==> config.mk <==
export PLATFORM = sky130hd
export DESIGN_NAME = rob_partitioned
export DESIGN_NICKNAME = d
export VERILOG_FILES = /design/src/rtl/rob_pkg.sv /design/src/rtl/rob_ring_ctrl.sv /design/src/rtl/rob_entry_store.sv /design/src/rtl/rob_partitioned.sv
export SDC_FILE = /design/constraint.sdc
export NUM_CORES = 1
export LEC_CHECK = 0
export BUFFER_PORTS_ARGS = -buffer_cell sky130_fd_sc_hd__clkbuf_2
export CAP_MARGIN = 20
export CELL_PAD_IN_SITES_DETAIL_PLACEMENT = 2
export CELL_PAD_IN_SITES_GLOBAL_PLACEMENT = 2
export CORE_ASPECT_RATIO = 0.7
export CORE_MARGIN = 1.5
export CORE_UTILIZATION = 27
export DETAILED_ROUTE_END_ITERATION = 16
export PLACE_DENSITY = 0.58
export SYNTH_ARGS = -nofsm -noshare
export SYNTH_HDL_FRONTEND = slang
export SYNTH_SLANG_ARGS = --single-unit
==> constraint.sdc <==
create_clock -name clk -period 3.6 [get_ports clk]
set_clock_uncertainty 0.2 [all_clocks]
set_input_delay 0.9 -clock clk [delete_from_list [all_inputs] [get_ports clk]]
set_output_delay 0.9 -clock clk [all_outputs]
set_load 0.005 [all_outputs]
==> src/rtl/rob_pkg.sv <==
// Shared definitions for the partitioned reorder buffer.
// Assumes exactly two hardware threads.
package rob_pkg;
    localparam int unsigned THREADS = 2;
    typedef logic [THREADS-1:0] thr_mask_t;
endpackage

==> src/rtl/rob_ring_ctrl.sv <==
// Head/tail control for one thread's slice. Offsets are local to the slice,
// and a wrap bit on each pointer tells full from empty. Capacity is an input
// so the same ring can span half or all of the array.
// Assumes: the caller never pushes when full or pops when empty, and cap
// changes only while the ring is empty.
module rob_ring_ctrl #(
    parameter int IDX_W = 4
) (
    input  logic             clk,
    input  logic             rst_n,
    input  logic [IDX_W:0]   cap,
    input  logic             push,
    input  logic             pop,
    input  logic             clear,
    output logic [IDX_W-1:0] head_off,
    output logic [IDX_W-1:0] tail_off,
    output logic             full,
    output logic             empty
);
    logic head_wrap, tail_wrap;
    logic head_end, tail_end;
    logic [IDX_W:0] occ;

    // Detect the last offset of the slice for wrap-around.
    assign head_end = ({1'b0, head_off} == cap - 1'b1);
    assign tail_end = ({1'b0, tail_off} == cap - 1'b1);

    // Move the pointers on push/pop; clear and reset empty the ring.
    always_ff @(posedge clk) begin
        if (!rst_n || clear) begin
            head_off  <= '0;
            tail_off  <= '0;
            head_wrap <= 1'b0;
            tail_wrap <= 1'b0;
        end else begin
            if (push) begin
                tail_off  <= tail_end ? '0 : tail_off + 1'b1;
                tail_wrap <= tail_wrap ^ tail_end;
            end
            if (pop) begin
                head_off  <= head_end ? '0 : head_off + 1'b1;
                head_wrap <= head_wrap ^ head_end;
            end
        end
    end

    // Equal offsets mean empty or full; the wrap bits decide which.
    assign empty = (head_off == tail_off) && (head_wrap == tail_wrap);
    assign full  = (head_off == tail_off) && (head_wrap != tail_wrap);

    // Occupancy, used only by the checks below.
    assign occ = (head_wrap == tail_wrap) ? ({1'b0, tail_off} - {1'b0, head_off})
                                          : (cap - {1'b0, head_off} + {1'b0, tail_off});

    assert_no_push_full_R3: assert property (@(posedge clk) disable iff (!rst_n)
        push |-> !full);
    assert_no_pop_empty_R4: assert property (@(posedge clk) disable iff (!rst_n)
        pop |-> !empty);
    assert_occ_bound_R3: assert property (@(posedge clk) disable iff (!rst_n)
        occ <= cap);
    assert_clear_empties_R9: assert property (@(posedge clk) disable iff (!rst_n)
        clear |=> empty);
endmodule

==> src/rtl/rob_entry_store.sv <==
// Entry storage: a done flag and two tags per entry, one write port for
// dispatch, one set port for completion, one read port per thread head.
// Assumes: when dispatch and completion hit the same index in one cycle,
// the dispatch wins (the entry starts not done).
module rob_entry_store #(
    parameter int DEPTH = 16,
    parameter int TAG_W = 6,
    parameter int IDX_W = 4
) (
    input  logic                        clk,
    input  logic                        rst_n,
    input  logic                        wr_en,
    input  logic [IDX_W-1:0]            wr_idx,
    input  logic [TAG_W-1:0]            wr_old,
    input  logic [TAG_W-1:0]            wr_new,
    input  logic                        cmp_en,
    input  logic [IDX_W-1:0]            cmp_idx,
    input  logic [1:0][IDX_W-1:0]       rd_idx,
    output logic [1:0]                  rd_done,
    output logic [1:0][TAG_W-1:0]       rd_old,
    output logic [1:0][TAG_W-1:0]       rd_new
);
    logic [DEPTH-1:0] done_q;
    logic [TAG_W-1:0] old_q [DEPTH];
    logic [TAG_W-1:0] new_q [DEPTH];

    // Done flags: set on completion, cleared when an entry is reused.
    always_ff @(posedge clk) begin
        if (!rst_n) begin
            done_q <= '0;
        end else begin
            if (cmp_en) done_q[cmp_idx] <= 1'b1;
            if (wr_en)  done_q[wr_idx]  <= 1'b0;
        end
    end

    // Tag storage written at dispatch.
    always_ff @(posedge clk) begin
        if (wr_en) begin
            old_q[wr_idx] <= wr_old;
            new_q[wr_idx] <= wr_new;
        end
    end

    // Head read ports, one per thread.
    for (genvar t = 0; t < 2; t++) begin : g_rd
        assign rd_done[t] = done_q[rd_idx[t]];
        assign rd_old[t]  = old_q[rd_idx[t]];
        assign rd_new[t]  = new_q[rd_idx[t]];
    end
endmodule

==> src/rtl/rob_partitioned.sv <==
// Two-thread reorder buffer with a static half/half split of the entries.
// Each thread retires in order from its own ring, at most one per cycle,
// and may retire an entry in the cycle its completion arrives.
// Assumes: DEPTH is a power of two >= 4; solo_mode changes only while both
// rings are empty; completions name indices handed out by dispatch.
module rob_partitioned #(
    parameter int DEPTH = 16,
    parameter int TAG_W = 6
) (
    input  logic                       clk,
    input  logic                       rst_n,
    input  logic                       solo_mode,
    input  logic                       disp_valid,
    input  logic                       disp_tid,
    input  logic [TAG_W-1:0]           disp_old_tag,
    input  logic [TAG_W-1:0]           disp_new_tag,
    output logic                       disp_full,
    output logic [$clog2(DEPTH)-1:0]   disp_idx,
    input  logic                       cmp_valid,
    input  logic [$clog2(DEPTH)-1:0]   cmp_idx,
    input  logic [1:0]                 flush,
    output logic [1:0]                 cmt_valid,
    output logic [1:0][TAG_W-1:0]      cmt_old_tag,
    output logic [1:0][TAG_W-1:0]      cmt_new_tag
);
    import rob_pkg::*;

    localparam int IDX_W = $clog2(DEPTH);
    localparam int HALF  = DEPTH / 2;
    localparam logic [IDX_W:0] CAP_ALL  = (IDX_W+1)'(DEPTH);
    localparam logic [IDX_W:0] CAP_HALF = (IDX_W+1)'(HALF);

    thr_mask_t ring_full, ring_empty, thr_full, push, pop, head_hit, rd_done;
    logic [1:0][IDX_W-1:0] head_off, tail_off, head_idx, tail_idx;
    logic [1:0][IDX_W:0]   cap;

    for (genvar t = 0; t < THREADS; t++) begin : g_thr
        localparam logic [IDX_W-1:0] BASE = IDX_W'(t * HALF);

        // Slice capacity and full flag; thread 1 gets nothing in solo mode.
        if (t == 0) begin : g_cap0
            assign cap[t]      = solo_mode ? CAP_ALL : CAP_HALF;
            assign thr_full[t] = ring_full[t];
        end else begin : g_cap1
            assign cap[t]      = solo_mode ? '0 : CAP_HALF;
            assign thr_full[t] = ring_full[t] | solo_mode;
        end

        // Map slice-local offsets onto global entry indices.
        assign head_idx[t] = BASE + head_off[t];
        assign tail_idx[t] = BASE + tail_off[t];

        // Retire the head if done already or completing right now.
        assign head_hit[t] = cmp_valid && (cmp_idx == head_idx[t]);
        assign pop[t]  = !ring_empty[t] && !flush[t] && (rd_done[t] || head_hit[t]);
        assign push[t] = disp_valid && (disp_tid == 1'(t)) && !flush[t] && !thr_full[t];

        rob_ring_ctrl #(.IDX_W(IDX_W)) i_ring (
            .clk      (clk),
            .rst_n    (rst_n),
            .cap      (cap[t]),
            .push     (push[t]),
            .pop      (pop[t]),
            .clear    (flush[t]),
            .head_off (head_off[t]),
            .tail_off (tail_off[t]),
            .full     (ring_full[t]),
            .empty    (ring_empty[t])
        );
    end

    // Dispatch response for the requesting thread.
    assign disp_full = thr_full[disp_tid];
    assign disp_idx  = tail_idx[disp_tid];

    rob_entry_store #(.DEPTH(DEPTH), .TAG_W(TAG_W), .IDX_W(IDX_W)) i_store (
        .clk     (clk),
        .rst_n   (rst_n),
        .wr_en   (|push),
        .wr_idx  (disp_idx),
        .wr_old  (disp_old_tag),
        .wr_new  (disp_new_tag),
        .cmp_en  (cmp_valid),
        .cmp_idx (cmp_idx),
        .rd_idx  (head_idx),
        .rd_done (rd_done),
        .rd_old  (cmt_old_tag),
        .rd_new  (cmt_new_tag)
    );

    // Retirement strobes per thread.
    assign cmt_valid = pop;

    assert_disp_in_slice_R2: assert property (@(posedge clk) disable iff (!rst_n)
        (disp_valid && !disp_full && !solo_mode) |-> ((disp_idx >= IDX_W'(HALF)) == disp_tid));
    assert_solo_quiet_R8: assert property (@(posedge clk) disable iff (!rst_n)
        solo_mode |-> !cmt_valid[1]);
    assert_flush_no_commit_R9: assert property (@(posedge clk) disable iff (!rst_n)
        flush[0] |-> !cmt_valid[0]);
endmodule

==> results of run 1 <==
[through the flow]
step | TNS, ps | cell area (µm²)
final | 0 | 13500
after global routing | -3.35 | 13500
after CTS | -3.69 | 13500
after detailed placement | 0 | 12400
after global placement | 0 | 12400
after floorplan | 0 | 11400
[flip-flops by register name (all words and copies together), names as in the netlist, named ones only]
register and count:
i_store.done_q 16, g_thr.i_ring.head_off 8, g_thr.i_ring.tail_off 8, i_store.new_q 96, i_store.old_q 96, g_thr.i_ring.tail_wrap 2, g_thr.i_ring.head_wrap 2
[synthesized netlist by cell type (all sizes together) (8+ instances only)]
library cell / count / share of area [%]
a21oi: 21 / 1.0
mux4: 128 / 25
nand3: 15 / 0.66
xnor2: 15 / 1.2
o221a: 16 / 1.6
nand2: 24 / 0.79
inv: 9 / 0.30
dfxtp: 40 / 7.0
edfxtp: 192 / 51
xor2: 11 / 0.91
o211ai: 8 / 0.93
buf: 29 / 1.5
clkbuf: 24 / 0.79
mux2i: 8 / 0.70
nor2: 43 / 1.4
[worst max path at each step]
stage | cells after the start | from | to
after floorplan | 5 | disp_tid | i_store.new_q[0][0]
after global placement | 4 | g_thr[1].i_ring.head_off[0] | cmt_new_tag[7]
after detailed placement | 4 | g_thr[1].i_ring.head_off[0] | cmt_old_tag[8]
after CTS | 4 | flip-flop | cmt_old_tag[4]
after global routing | 4 | flip-flop | cmt_new_tag[2]
final | 4 | flip-flop | cmt_new_tag[2]
[kinds of logic after synthesis]
family                     synth area share (%)
AOI/OAI and AO/OA                          5.73
buffers and inverters                      2.61
DFF                                        57.6
adders and majority gates                 0.439
and+or+nand+nor                            5.24
muxes                                      26.4
xor gates and xnor gates                   2.06
[repair_timing]
item,4_1_cts,5_1_grt
cloned,1,1
setup buffers,8,0
gates resized for setup,4,7
endpoints found under the setup margin,21,10
hold endpoints to repair,0,0
[area by class of cell]
type	count	area share [%]
Clock inverter	15	1.22
Tap cell	544	5.04
Timing Repair Buffer	98	5.65
Clock buffer	34	5.35
Multi-Input combinational cell	362	33.7
Sequential cell	232	48.8
Inverter	9	0.250
[power groups by stage]
stage | combinational, mW | clock, mW | sequential (mW)
global placement | 0.166 | 0 | 2.98
floorplan | 0.0858 | 0 | 2.98
global route | 0.190 | 2.92 | 2.92
CTS | 0.176 | 2.83 | 2.92
finish | 0.175 | 2.77 | 2.92
detailed placement | 0.175 | 0 | 2.98
[per-layer routing]
| layer | vias to the layer above | wire [µm] |
|---|---|---|
| li1 | 2896 | - |
| met1 | 3708 | 16400 |
| met2 | 150 | 16100 |
| met3 | 41 | 1360 |
| met4 | 0 | 625 |
| met5 | - | 0 |
[critical path, cell delays in order, from the launching register on]
cell,delay (ps)
dfxtp_4,490
buf_12,200
mux4_2,530
mux4_2,550
clkbuf_2,150
[layout by cell type, fill, tap and decap left out, types with 3 or more instances in the layout]
cell type / synthesis / layout
buf_4: 4 / 32
a21oi_1: 20 / 20
edfxtp_1: 192 / 192
o221a_2: 15 / 15
buf_12: 0 / 8
nor3_1: 6 / 6
clkbuf_2: 0 / 54
nand3_1: 15 / 15
or3_1: 6 / 6
dfxtp_2: 0 / 4
clkinv_2: 0 / 6
a211o_1: 4 / 4
clkbuf_16: 0 / 28
mux4_2: 128 / 128
a211oi_1: 6 / 6
mux2i_1: 8 / 8
ha_1: 4 / 4
xor2_1: 10 / 10
inv_1: 8 / 8
xnor2_1: 15 / 15
o211ai_4: 3 / 3
a21o_1: 4 / 3
bufinv_16: 0 / 3
dfxtp_4: 0 / 4
dfxtp_1: 40 / 32
o211ai_1: 4 / 4
mux2_2: 4 / 4
nor2_1: 43 / 43
clkbuf_1: 24 / 5
nand2b_1: 6 / 6
nand4_1: 3 / 3
nand2_1: 24 / 23
==> results.md, run 1 <==
Routing:
- The DRC violation count after routing is 0.
- The first TritonRoute pass finished after 4 iterations.
- In the final routed layout, each cell accounts on average for 26.7 µm.
- The number of design-rule violations left by the first detailed-router iteration is 682.
- The remaining number of nets flagged by the antenna check after routing is 0.
- The final layout contains routed wiring with a total length of 34.5 mm.
- Detailed routing inserted a total of 6795 vias.
- In the routed layout, each cell is associated on average with a via count of between 5 and 6.

Timing:
- The smallest clock period supported by the final layout is computed as 3560 ps.
- Measured against its own limit, the worst slew margin works out to 47.3%.
- The final setup slack of the worst path is 41.9 ps.
- The final cycle utilization of the critical path is 98.8%.
- The final max-slew violation count is 0.
- Static timing analysis puts the maximum clock frequency at 281 MHz.
- Setup violations remaining at the end of the flow were counted as 0.
- The count of endpoints failing hold in the final timing report is 0.
- For the pin with the worst max-slew slack, the measured transition is 780 ps.
- The final-layout worst hold slack is between 300 and 400 ps.
- Setup repair after global routing could not meet its margin everywhere.

Clock network:
- Clock-pin slew was measured on the worst setup and hold paths at roughly 70 ps.
- The number of buffers on the longest clock path is 3.
- The clock tree from TritonCTS is done.
- At the later pin of the worst-skew pair, clock insertion delay measures 540 ps.
- The cell chosen for the clock root is clkbuf_16.
- In this run the number of H-tree levels came out at 1.
- In this run, post-CTS hold repair placed 0 buffers.
- TritonCTS created 27 clock buffers.
- The sink count of the clock tree is 232.

GRT:
- The global routing usage summed across all routing layers is 16.0%.
- met2 is the most crowded layer.
- The number of antenna violations at the first check in global routing is 0.
- The number of global-route vias before repair was 7457.
- For met3 alone, demand over resource in global routing was under 10%.
- The maximum number of pins on one net before global-route repair is 49.
- For this run, global-route usage on met2 was measured as between 20% and 30%.
- The first global-routing pass estimated 51.4 mm of wire.
- Global routing consumed, on the met1 layer, 23.0% of the routing resources.
- Global routing finished with a remaining overflow of 0.

Setup path:
- The class of the most critical setup path is reg -> out.
- STA puts the critical path data required time at 2500 ps.
- The nature of the critical path endpoint is an output pin.
- The endpoint of the lowest-slack register-to-register path is i_store.old_q[14][1].
- The maximum net fanout on the critical path is 9.
- The worst setup path is launched from a flip-flop.
- The worst register-to-register path has a depth of 8.
- The startpoint of the worst-slack reg-to-reg timing path is g_thr[1].i_ring.head_off[0].
- Data on the critical path arrives at its endpoint at 2460 ps.
- The worst setup slack for register-to-register paths is roughly 700 ps.

Power:
- The leakage power is 4.24 nW.
- Total power for the finished layout comes to about 5.9 mW.
- The analysis attributes to net switching a power of 1.26 mW.
- Power spread over the standard cell area amounts to 435 nW/µm².
- Of the total power, registers draw 49.8%.
- Per report_power, the combinational group accounts for ~3.0% of the total.
- The internal portion of total power is around 4.6 mW.
- The clock network accounts for 47.2% of the total power.
- The switching fraction of total power is 21.4%.
- The peak ir drop on the vdd network is around 0.35 mV.

Final layout:
- The finished layout holds around 1300 standard cells, fillers aside.
- The share of final-layout standard cells stronger than drive strength 1 is roughly two fifths.
- The layout net count is 758.
- The repair_antennas step left the layout with diodes totalling 0.
- In the final layout, flip-flops and latches occupy 6590 µm².
- Measured on the finished design, the core utilization comes to between 30% and 40%.
- The multi-input combinational cell area is roughly 4500 µm².
- The number of inserted filler cells in the final layout is 4121.
- From synthesis to final layout, the design area changed by 18.3%.

Placed design:
- The number of instances in the placed design is 1235.
- The weighted congestion at the end of routability-driven global placement is 0.753.
- The setup slack after placement is 197 ps.
- The placed wire-length estimate is 21.9 mm.
- Input and output buffers added on the ports amount to 54.

Hold path:
- The worst hold path terminates at g_thr[1].i_ring.tail_off[3].
- The class of the worst hold path is reg -> reg.
- In this run the most critical hold path is launched from g_thr[1].i_ring.tail_off[3].
- Along the worst hold path, the cell count comes to 2.

Yosys:
- Counting every instance in the synthesized netlist gives about 660.
- The sequential-to-total area share from yosys stat is 57.6%.
- The number of distinct library cells after synthesis is 52.
- After synthesis, the mean cell area works out to 17.4 µm².
- The synthesized netlist occupies a cell area of 11400 µm².
- The total of flip-flops plus latches after synthesis is 232.
- Yosys mapped a number of flops with a built-in enable equal to 192.
- The number of warnings issued by yosys is 0.
- The most used flip-flop cell after synthesis is edfxtp_1.
- The total nets after synthesis is 684.
- The fraction of registers with async set or reset after synthesis is 0%.

Floorplanning:
- For this configuration, the core starts out at a cell density of 27.6%.
- In this run the vertical extent of the chip is 175 µm.
- The overall die area is roughly 44000 µm².
- Measured along the x axis, the die boundary spans 249 µm.
- The placeable core area is between 40000 and 50000 µm².
- The number of placement rows is 62.
- 55 I/O pins were placed.

Outcome:
- The flow ran to the end, and the final reports show no timing, DRC or antenna violations.

Run:
- The max-cap violation count is 0.
No activity file was read; power rests on OpenSTA's default activity.
==> inputs of run 2 (changes only) <==
--- a/config.mk
+++ b/config.mk
@@ -5,6 +5,7 @@
 export SDC_FILE = /design/constraint.sdc
 export NUM_CORES = 1
 export LEC_CHECK = 0
+export ABC_AREA = 1
 export BUFFER_PORTS_ARGS = -buffer_cell sky130_fd_sc_hd__clkbuf_2
 export CAP_MARGIN = 20
 export CELL_PAD_IN_SITES_DETAIL_PLACEMENT = 2
@@ -13,7 +14,7 @@
 export CORE_MARGIN = 1.5
 export CORE_UTILIZATION = 27
 export DETAILED_ROUTE_END_ITERATION = 16
-export PLACE_DENSITY = 0.58
+export PLACE_DENSITY = 0.66
 export SYNTH_ARGS = -nofsm -noshare
 export SYNTH_HDL_FRONTEND = slang
 export SYNTH_SLANG_ARGS = --single-unit
==> run 2 against run 1 <==
- maximum frequency increased by 1.2%
- worst setup slack improved by 42 ps
- count of clock-buffer cells in the layout decreased by 3
- synthesized cell count increased by 100%
- via count increased by 53%
- routed wire length increased by 37%
- clock power decreased by 3%
- non-clock buffer count increased by 10
- first-iteration DRC count increased by 27%
- largest cell class unchanged
- largest power group unchanged
- highest routed layer unchanged
==> results.md, run 2 <==
Final layout:
- The filler cells instantiated in the layout total between 4000 and 5000.
- The number of antenna diodes is 0.
- The share of final-layout standard cells stronger than drive strength 1 is 14.2%.
- The post-route cell area is 14000 µm².
- The library cells used most frequently in the layout, excluding fill and tap cells, are 231 x o21ai_0, 192 x edfxtp_1, 158 x nand2_1.
- The commonest non-fill, non-tap cell in the layout is o21ai_0.
- After the last flow step, the layout net total stands at 1406.
- The largest registers in the layout are i_store.new_q x96, i_store.old_q x96, i_store.done_q x16.
- The area added between synthesis and finish is 16.1%.

Clock network:
- The number of H-tree levels is 1.
- The number of buffers created by CTS is 27.
- The number of buffers on the longest clock path is 3.
- The worst-skew pair later-pin latency is between 500 and 600 ps.
- The sink count of the clock tree is 232.
- The cell chosen for the clock root is clkbuf_16.
- After clock tree synthesis, the clock-pin slew on the worst setup and hold paths is 70 ps.
- TritonCTS built the clock tree.

Timing:
- Final hold analysis gives a worst-case slack of roughly 320 ps.
- The top achievable clock speed is 284 MHz.
- The count of endpoints failing hold in the final timing report is 0.
- The final max-slew violation count came to 0.
- Summed over all failing endpoints, the final setup total negative slack is 0 ps.
- Setup repair after global routing left no endpoint under its margin.
- The worst path uses 97.7% of the clock period.
- Setup slack on the critical path of the routed design comes to between 80 and 90 ps.
- Measured against its own limit, the worst slew margin works out to 45.6%.
- For the pin with the worst max-slew slack, the measured transition is 810 ps.
- For the finished layout, the period the worst path requires is 3520 ps.
- The number of setup violations in the final report is 0.

Floorplanning:
- The floorplan step defined a core boundary enclosing 43900 µm².
- The top-level port count is 55.
- The die outline width is roughly 260 µm.
- Measured along the y axis, the die boundary spans 180 µm.
- The die covers 46000 µm².
- The number of placement rows is 64.
- For this configuration, the core starts out at a cell density of 27.5%.

GRT:
- Entering global routing, the biggest net connects roughly 120 pins.
- The global routing usage summed across all routing layers is just over 20%.
- The first-pass GRT wire length is 71.3 mm.
- The busiest layer in global routing is met2.
- The met1 track demand over resource in global routing is 28.4%.
- Global routing used roughly 3.3% of the available met3 tracks.
- The global-route track usage on met2 is around a third.
- The number of antenna violations at the first check in global routing is 0.
- Global routing finished with a remaining overflow of 0.
- The number of global-route vias before repair is between 10000 and 15000.

Yosys:
- The top flip-flop cell by instance count after synthesis is edfxtp_1.
- By area the synthesized netlist is led by edfxtp_1 48%, o21ai_0 9.6%, dfxtp_1 6.6%.
- The commonest cells after synthesis are 231 x o21ai_0, 192 x edfxtp_1, 158 x nand2_1.
- Yosys printed 0 warnings.
- Yosys mapped a number of flops with a built-in enable equal to 192.
- The number of nets handed over by synthesis was 1359.
- The fraction of registers with async set or reset after synthesis is 0%.
- The most frequently used cell type in the post-synthesis netlist is o21ai_0.
- Summed over all instances, the cell type with the most area after synthesis is edfxtp_1.
- After synthesis, flip-flops and latches occupy 54.5% of the total area.
- The synthesized instance count is 1331.
- The total of flip-flops plus latches after synthesis is 232.
- The average instance area after synthesis is 9.06 µm².
- The netlist area before placement is 12100 µm².
- The synthesized netlist contains 40 unique library cells.
- In this run the biggest area consumer among cell types represents between 40% and 50% of the synthesized area.

Routing:
- After detailed routing, the average wire length per cell comes to 23.7 µm.
- The routed layout has 10400 vias.
- Using the TritonRoute via totals, the vias-per-cell ratio works out to between 5 and 6.
- The number of design-rule violations left by the first detailed-router iteration is 867.
- The DRC violation count after routing is 0.
- Wires add up to 47.1 mm.
- The remaining number of nets flagged by the antenna check after routing is 0.
- The first detailed-routing pass took 5 iterations.

Power:
- The peak ir drop on the vdd network is roughly 0.29 mV.
- The post-layout total power is slightly below 6 mW.
- Summed over all cells, the static leakage comes to 5.18 nW.
- The ratio of total power to cell area is 413 nW/µm².

Placed design:
- Buffers placed on the I/O ports in this run total 54.
- The setup slack after placement is 340 ps.
- The area of placed instances is 13100 µm².
- The weighted congestion at the end of routability-driven global placement is approximately 0.81.
- The placed wire-length estimate is 29.2 mm.

Setup path:
- The data required time of the critical path is 2500 ps.
- The worst setup path is of the reg -> out kind.
- The worst setup slack for register-to-register paths is approximately 960 ps.
- The most critical setup path has its endpoint at cmt_valid[1].
- The path depth of the worst reg2reg path is 9.
- The worst register-to-register path begins at g_thr[1].i_ring.head_off[0].
- The critical path launch point type is a flip-flop.
- Along the worst path, the maximum fanout reaches 22.
- The nature of the critical path endpoint is an output pin.
- The critical path startpoint is g_thr[1].i_ring.head_off[1].
- In this run the critical register-to-register path is captured at i_store.old_q[0][1].
- At the worst endpoint, the arrival time is 2420 ps.

Hold path:
- The path class of the tightest hold or removal check is reg -> reg.

Outcome:
- The run finished with clean final reports.

Run:
- The max-cap violation count is 0.
run 2: per-stage QoR:
step | util, % | cells
floorplan | - | 1331
global placement | 29.9 | 1941
detailed placement | 29.9 | 1941
CTS | 31.9 | 1991
global route | 31.9 | 1991
finish | 31.9 | 1991
run 2: cell families after synthesis:
logic type / count (synthesis) / synth area share [%]
compound gates: 451 / 20.6
xor+xnor: 14 / 1.08
simple gates: 376 / 14.1
buf+inv: 247 / 8.78
fa+ha+maj: 4 / 0.415
mux: 7 / 0.581
flops: 232 / 54.5
run 2: what timing repair did:
item / CTS / global route
setup endpoints to repair: 2 / 3
gates resized for setup: 0 / 5
hold buffers: 0 / 0
setup buffers: 2 / 0
hold endpoints to repair: 0 / 0
run 2: final cells by class:
cell class | count | area (µm²) | share of cell area, %
sequential | 232 | 6580 | 47.0
multi-input combinational | 852 | 4430 | 31.7
timing repair buffer | 108 | 823 | 5.88
tap | 594 | 743 | 5.31
clock buffer | 31 | 691 | 4.94
inverter | 157 | 592 | 4.23
clock inverter | 17 | 134 | 0.957
run 2: how the worst min path moves through the flow:
| stage | start | cells past startpoint | end |
|---|---|---|---|
| floorplan | g_thr[1].i_ring.tail_wrap | 2 | g_thr[1].i_ring.tail_wrap |
| global placement | g_thr[0].i_ring.tail_wrap | 2 | g_thr[0].i_ring.tail_wrap |
| detailed placement | g_thr[0].i_ring.tail_wrap | 2 | g_thr[0].i_ring.tail_wrap |
| CTS | g_thr[0].i_ring.tail_wrap | 2 | g_thr[0].i_ring.tail_wrap |
| global route | g_thr[0].i_ring.tail_wrap | 2 | g_thr[0].i_ring.tail_wrap |
| finish | g_thr[0].i_ring.tail_wrap | 2 | g_thr[0].i_ring.tail_wrap |
run 2: where the power goes:
part,switching [mW],leakage (nW),internal [mW]
Clock,1.17,0.407,1.51
Combinational,0.130,2.72,0.0439
Sequential,0.00796,2.05,2.92
run 2: critical path: stages, from the launching register on:
cell and delay (ps):
dfxtp_2 340, inv_2 490, nand3_1 180, nand3_1 180, nand3_1 100, nand3_2 150, nand2_1 180, inv_2 110
clkbuf_2 130
run 2: metal layers:
layer	vias up	routed length, µm	share of wire (%)
li1	4739	-	-
met1	5300	22000	47
met2	272	21500	46
met3	76	2490	5.3
met4	0	1190	2.5
met5	-	0	0
==> inputs of run 3 (changes only) <==
--- a/config.mk
+++ b/config.mk
@@ -14,7 +14,7 @@
 export CORE_MARGIN = 1.5
 export CORE_UTILIZATION = 27
 export DETAILED_ROUTE_END_ITERATION = 16
-export PLACE_DENSITY = 0.66
+export PLACE_DENSITY_LB_ADDON = 0.1
 export SYNTH_ARGS = -nofsm -noshare
 export SYNTH_HDL_FRONTEND = slang
 export SYNTH_SLANG_ARGS = --single-unit
==> run 3 against run 2 <==
- cell count barely moved
- critical path depth fell by 1
- count of clock-buffer cells in the layout rose by 6
- critical path type unchanged
==> results.md, run 3 (synthesis results as in run 2) <==
GRT:
- For met1 alone, demand over resource in global routing was 29.7%.
- In the global route stage, met3 resource usage came out at 2.04%.
- Global routing used between 20 and 25% of the available tracks.
- Global routing used 31.5% of the available met2 tracks.
- Entering global routing, the biggest net connects between 60 and 70 pins.
- The number of global-route vias before repair is 10700.
- In this run the most used layer during global routing was met2.
- The number of antenna violations at the first check in global routing is 0.
- The first-pass GRT wire length is 69.8 mm.
- The remaining global-route overflow is 0.

Routing:
- The wire length after detailed routing is 46.2 mm.
- The post-detailed-route wirelength per cell is 23.2 µm.
- The remaining number of nets flagged by the antenna check after routing is 0.
- After detailed routing, the number of vias per cell comes to 5.02.
- The total via count after detailed routing is about 10000.
- The detailed-routing iteration count for the pre-antenna-repair pass is 4.
- After detailed routing, the number of remaining DRC violations is 0.
- For this block, the initial DRC count from the detailed router was 550.

Floorplanning:
- The y dimension of the die is 180 µm.
- The die is between 200 and 300 µm wide.
- The die covers 46000 µm².
- 55 I/O pins were placed.
- The core region is approximately 44000 µm².
- Once the floorplan was initialized, standard cells occupied 27.5% of the core.
- The number of placement rows is 64.

Final layout:
- The number of antenna diodes in the final layout is 0.
- The post-route netlist has 14.3% of its cells at a drive strength greater than 1.
- Once layout is done, the placed cells without fillers occupy 14000 µm².
- After filler insertion, the fill cell instance count of the layout stands at a little under 5000.
- Leaving out fill and tap cells, the most frequent cells in the layout are 231 x o21ai_0, 192 x edfxtp_1, 158 x nand2_1.
- The largest registers in the layout are i_store.new_q x96, i_store.old_q x96, i_store.done_q x16.
- From synthesis to final layout, the design area changed by 16.5%.
- At the end of the flow the core is filled with cells to 32.0%.
- The finished layout holds 1990 standard cells, fillers aside.
- The commonest non-fill, non-tap cell in the layout is o21ai_0.
- After the last flow step, the layout net total stands at 1404.

Placed design:
- After legalization and detailed placement, the total HPWL measured 29.6 mm.
- Buffers placed on the I/O ports in this run total 54.
- The area of placed instances is 13100 µm².
- The weighted congestion at the end of routability-driven global placement is roughly 0.76.
- The number of instances in the placed design is 1939.

Power:
- After layout, the design draws a total of 6.01 mW.
- Power spread over the standard cell area amounts to 428 nW/µm².
- The analysis attributes to cell leakage a power of between 5 and 6 nW.
- The peak ir drop on the vdd network is approximately 0.32 mV.

Setup path:
- At the worst endpoint, the arrival time is between 2000 and 2500 ps.
- The largest incremental delay on the critical path is ~560 ps.
- The class of the most critical setup path is reg -> out.
- The cell that appears most often on the critical path is o21ai_0.
- The end of the critical path is cmt_old_tag[6].
- Traced cell by cell, the critical path runs through inv_4, buf_12, o21ai_0, o21ai_0, o221ai_1, nand2_1, clkbuf_2.
- In this run the critical register-to-register path is launched from g_thr[1].i_ring.head_off[1].
- The slowest stage cell on the critical path is dfxtp_2.
- The endpoint of the lowest-slack register-to-register path is i_store.new_q[13][1].
- The worst setup slack for register-to-register paths is 1170 ps.
- The data required time of the critical path is roughly 2500 ps.
- The maximum net fanout on the critical path is 43.
- The worst setup path is captured at an output pin.
- Measured in cells, the most critical reg-to-reg path has a length of 8.
- The most critical setup path has its startpoint at g_thr[1].i_ring.head_off[1].
- The critical path launch point type is a flip-flop.

Run:
- The max-cap violation count is 0.

Clock network:
- The number of buffers on the longest clock path is 3.
- The clock transition at the register clock pins on the worst setup and hold paths after CTS is 60 ps.
- The later pin in the worst-skew pair is clocked with a latency of between 500 and 600 ps.
- In this run the number of H-tree levels came out at 1.
- The clock drives approximately 230 sinks.
- In this run, CTS created clock tree buffers numbering 27.
- Clock tree synthesis selected as its root buffer the cell clkbuf_16.
- The clock tree from TritonCTS is done.

Timing:
- The max-slew headroom at the worst pin is 50.8%.
- The top achievable clock speed is around 290 MHz.
- The final max-slew violation count is 0.
- The final critical path time including I/O delays and setup is 3470 ps.
- The count of endpoints failing hold in the final timing report is 0.
- The slew at the pin with the worst max-slew slack is 734 ps.
- Setup repair after global routing could not meet its margin everywhere.
- Setup violations remaining at the end of the flow were counted as 0.
- The final critical path takes up a little over nine tenths of the cycle.

Outcome:
- The flow ran to the end, and the final reports show no timing, DRC or antenna violations.

Hold path:
- The min-delay analysis places its worst path in the category reg -> reg.
## run 3: cell count changes in the layout (fill, tap and decap cells not counted), sizes merged
cell	change
clkinv	-7
clkbuf	+6
buf	-2
bufinv	+2
clkinvlp	-1
inv	+1
## run 3: layout make-up
| cell class | instances | area [µm²] | area share [%] |
|---|---|---|---|
| Tap cell | 594 | 743 | 5.29 |
| Timing Repair Buffer | 106 | 781 | 5.56 |
| Inverter | 157 | 592 | 4.21 |
| Sequential cell | 232 | 6580 | 46.9 |
| Clock inverter | 12 | 160 | 1.14 |
| Multi-Input combinational cell | 852 | 4440 | 31.6 |
| Clock buffer | 37 | 743 | 5.29 |
## run 3: worst min-delay path by stage
stage	from	to	cells past startpoint
2_1_floorplan	g_thr[1].i_ring.tail_wrap	g_thr[1].i_ring.tail_wrap	2
3_3_place_gp	g_thr[0].i_ring.tail_wrap	g_thr[0].i_ring.tail_wrap	2
3_5_place_dp	g_thr[0].i_ring.tail_wrap	g_thr[0].i_ring.tail_wrap	2
4_1_cts	g_thr[0].i_ring.tail_wrap	g_thr[0].i_ring.tail_wrap	2
5_1_grt	g_thr[1].i_ring.tail_off[1]	g_thr[1].i_ring.tail_off[1]	2
6_report	g_thr[0].i_ring.tail_wrap	g_thr[0].i_ring.tail_wrap	2
## run 3: worst max-delay path, delay by kind of cell, from the launching register on
kind,cells,cell delay [ps]
flops,1,560
simple gates,1,130
compound gates,3,580
buf+inv,3,460
## run 3: layer usage
layer  wire, µm  vias up  part of all wire, %
met5          0        -                    0
met2      20300      160                   44
met4        860        0                  1.9
met1      22900     5050                   49
met3       2190       47                  4.7
li1           -     4738                    -
## run 3: timing repair
item                                    in CTS  in global routing
setup buffers                                0                  2
resized for setup                            0                  3
hold buffers                                 0                  0
endpoints found under the setup margin       0                  8
## run 3: stage by stage
step	hold WS [ps]	setup slack (ps)	setup TNS (ps)
floorplan	278	696	0
global placement	312	468	0
detailed placement	326	472	0
CTS	338	48.7	0
global route	373	-7.54	-7.54
finish	341	126	0
## run 3: report_power, final
group | switching, mW | internal [mW]
logic | 0.130 | 0.0455
registers | 0.00739 | 2.92
clock network | 1.19 | 1.72
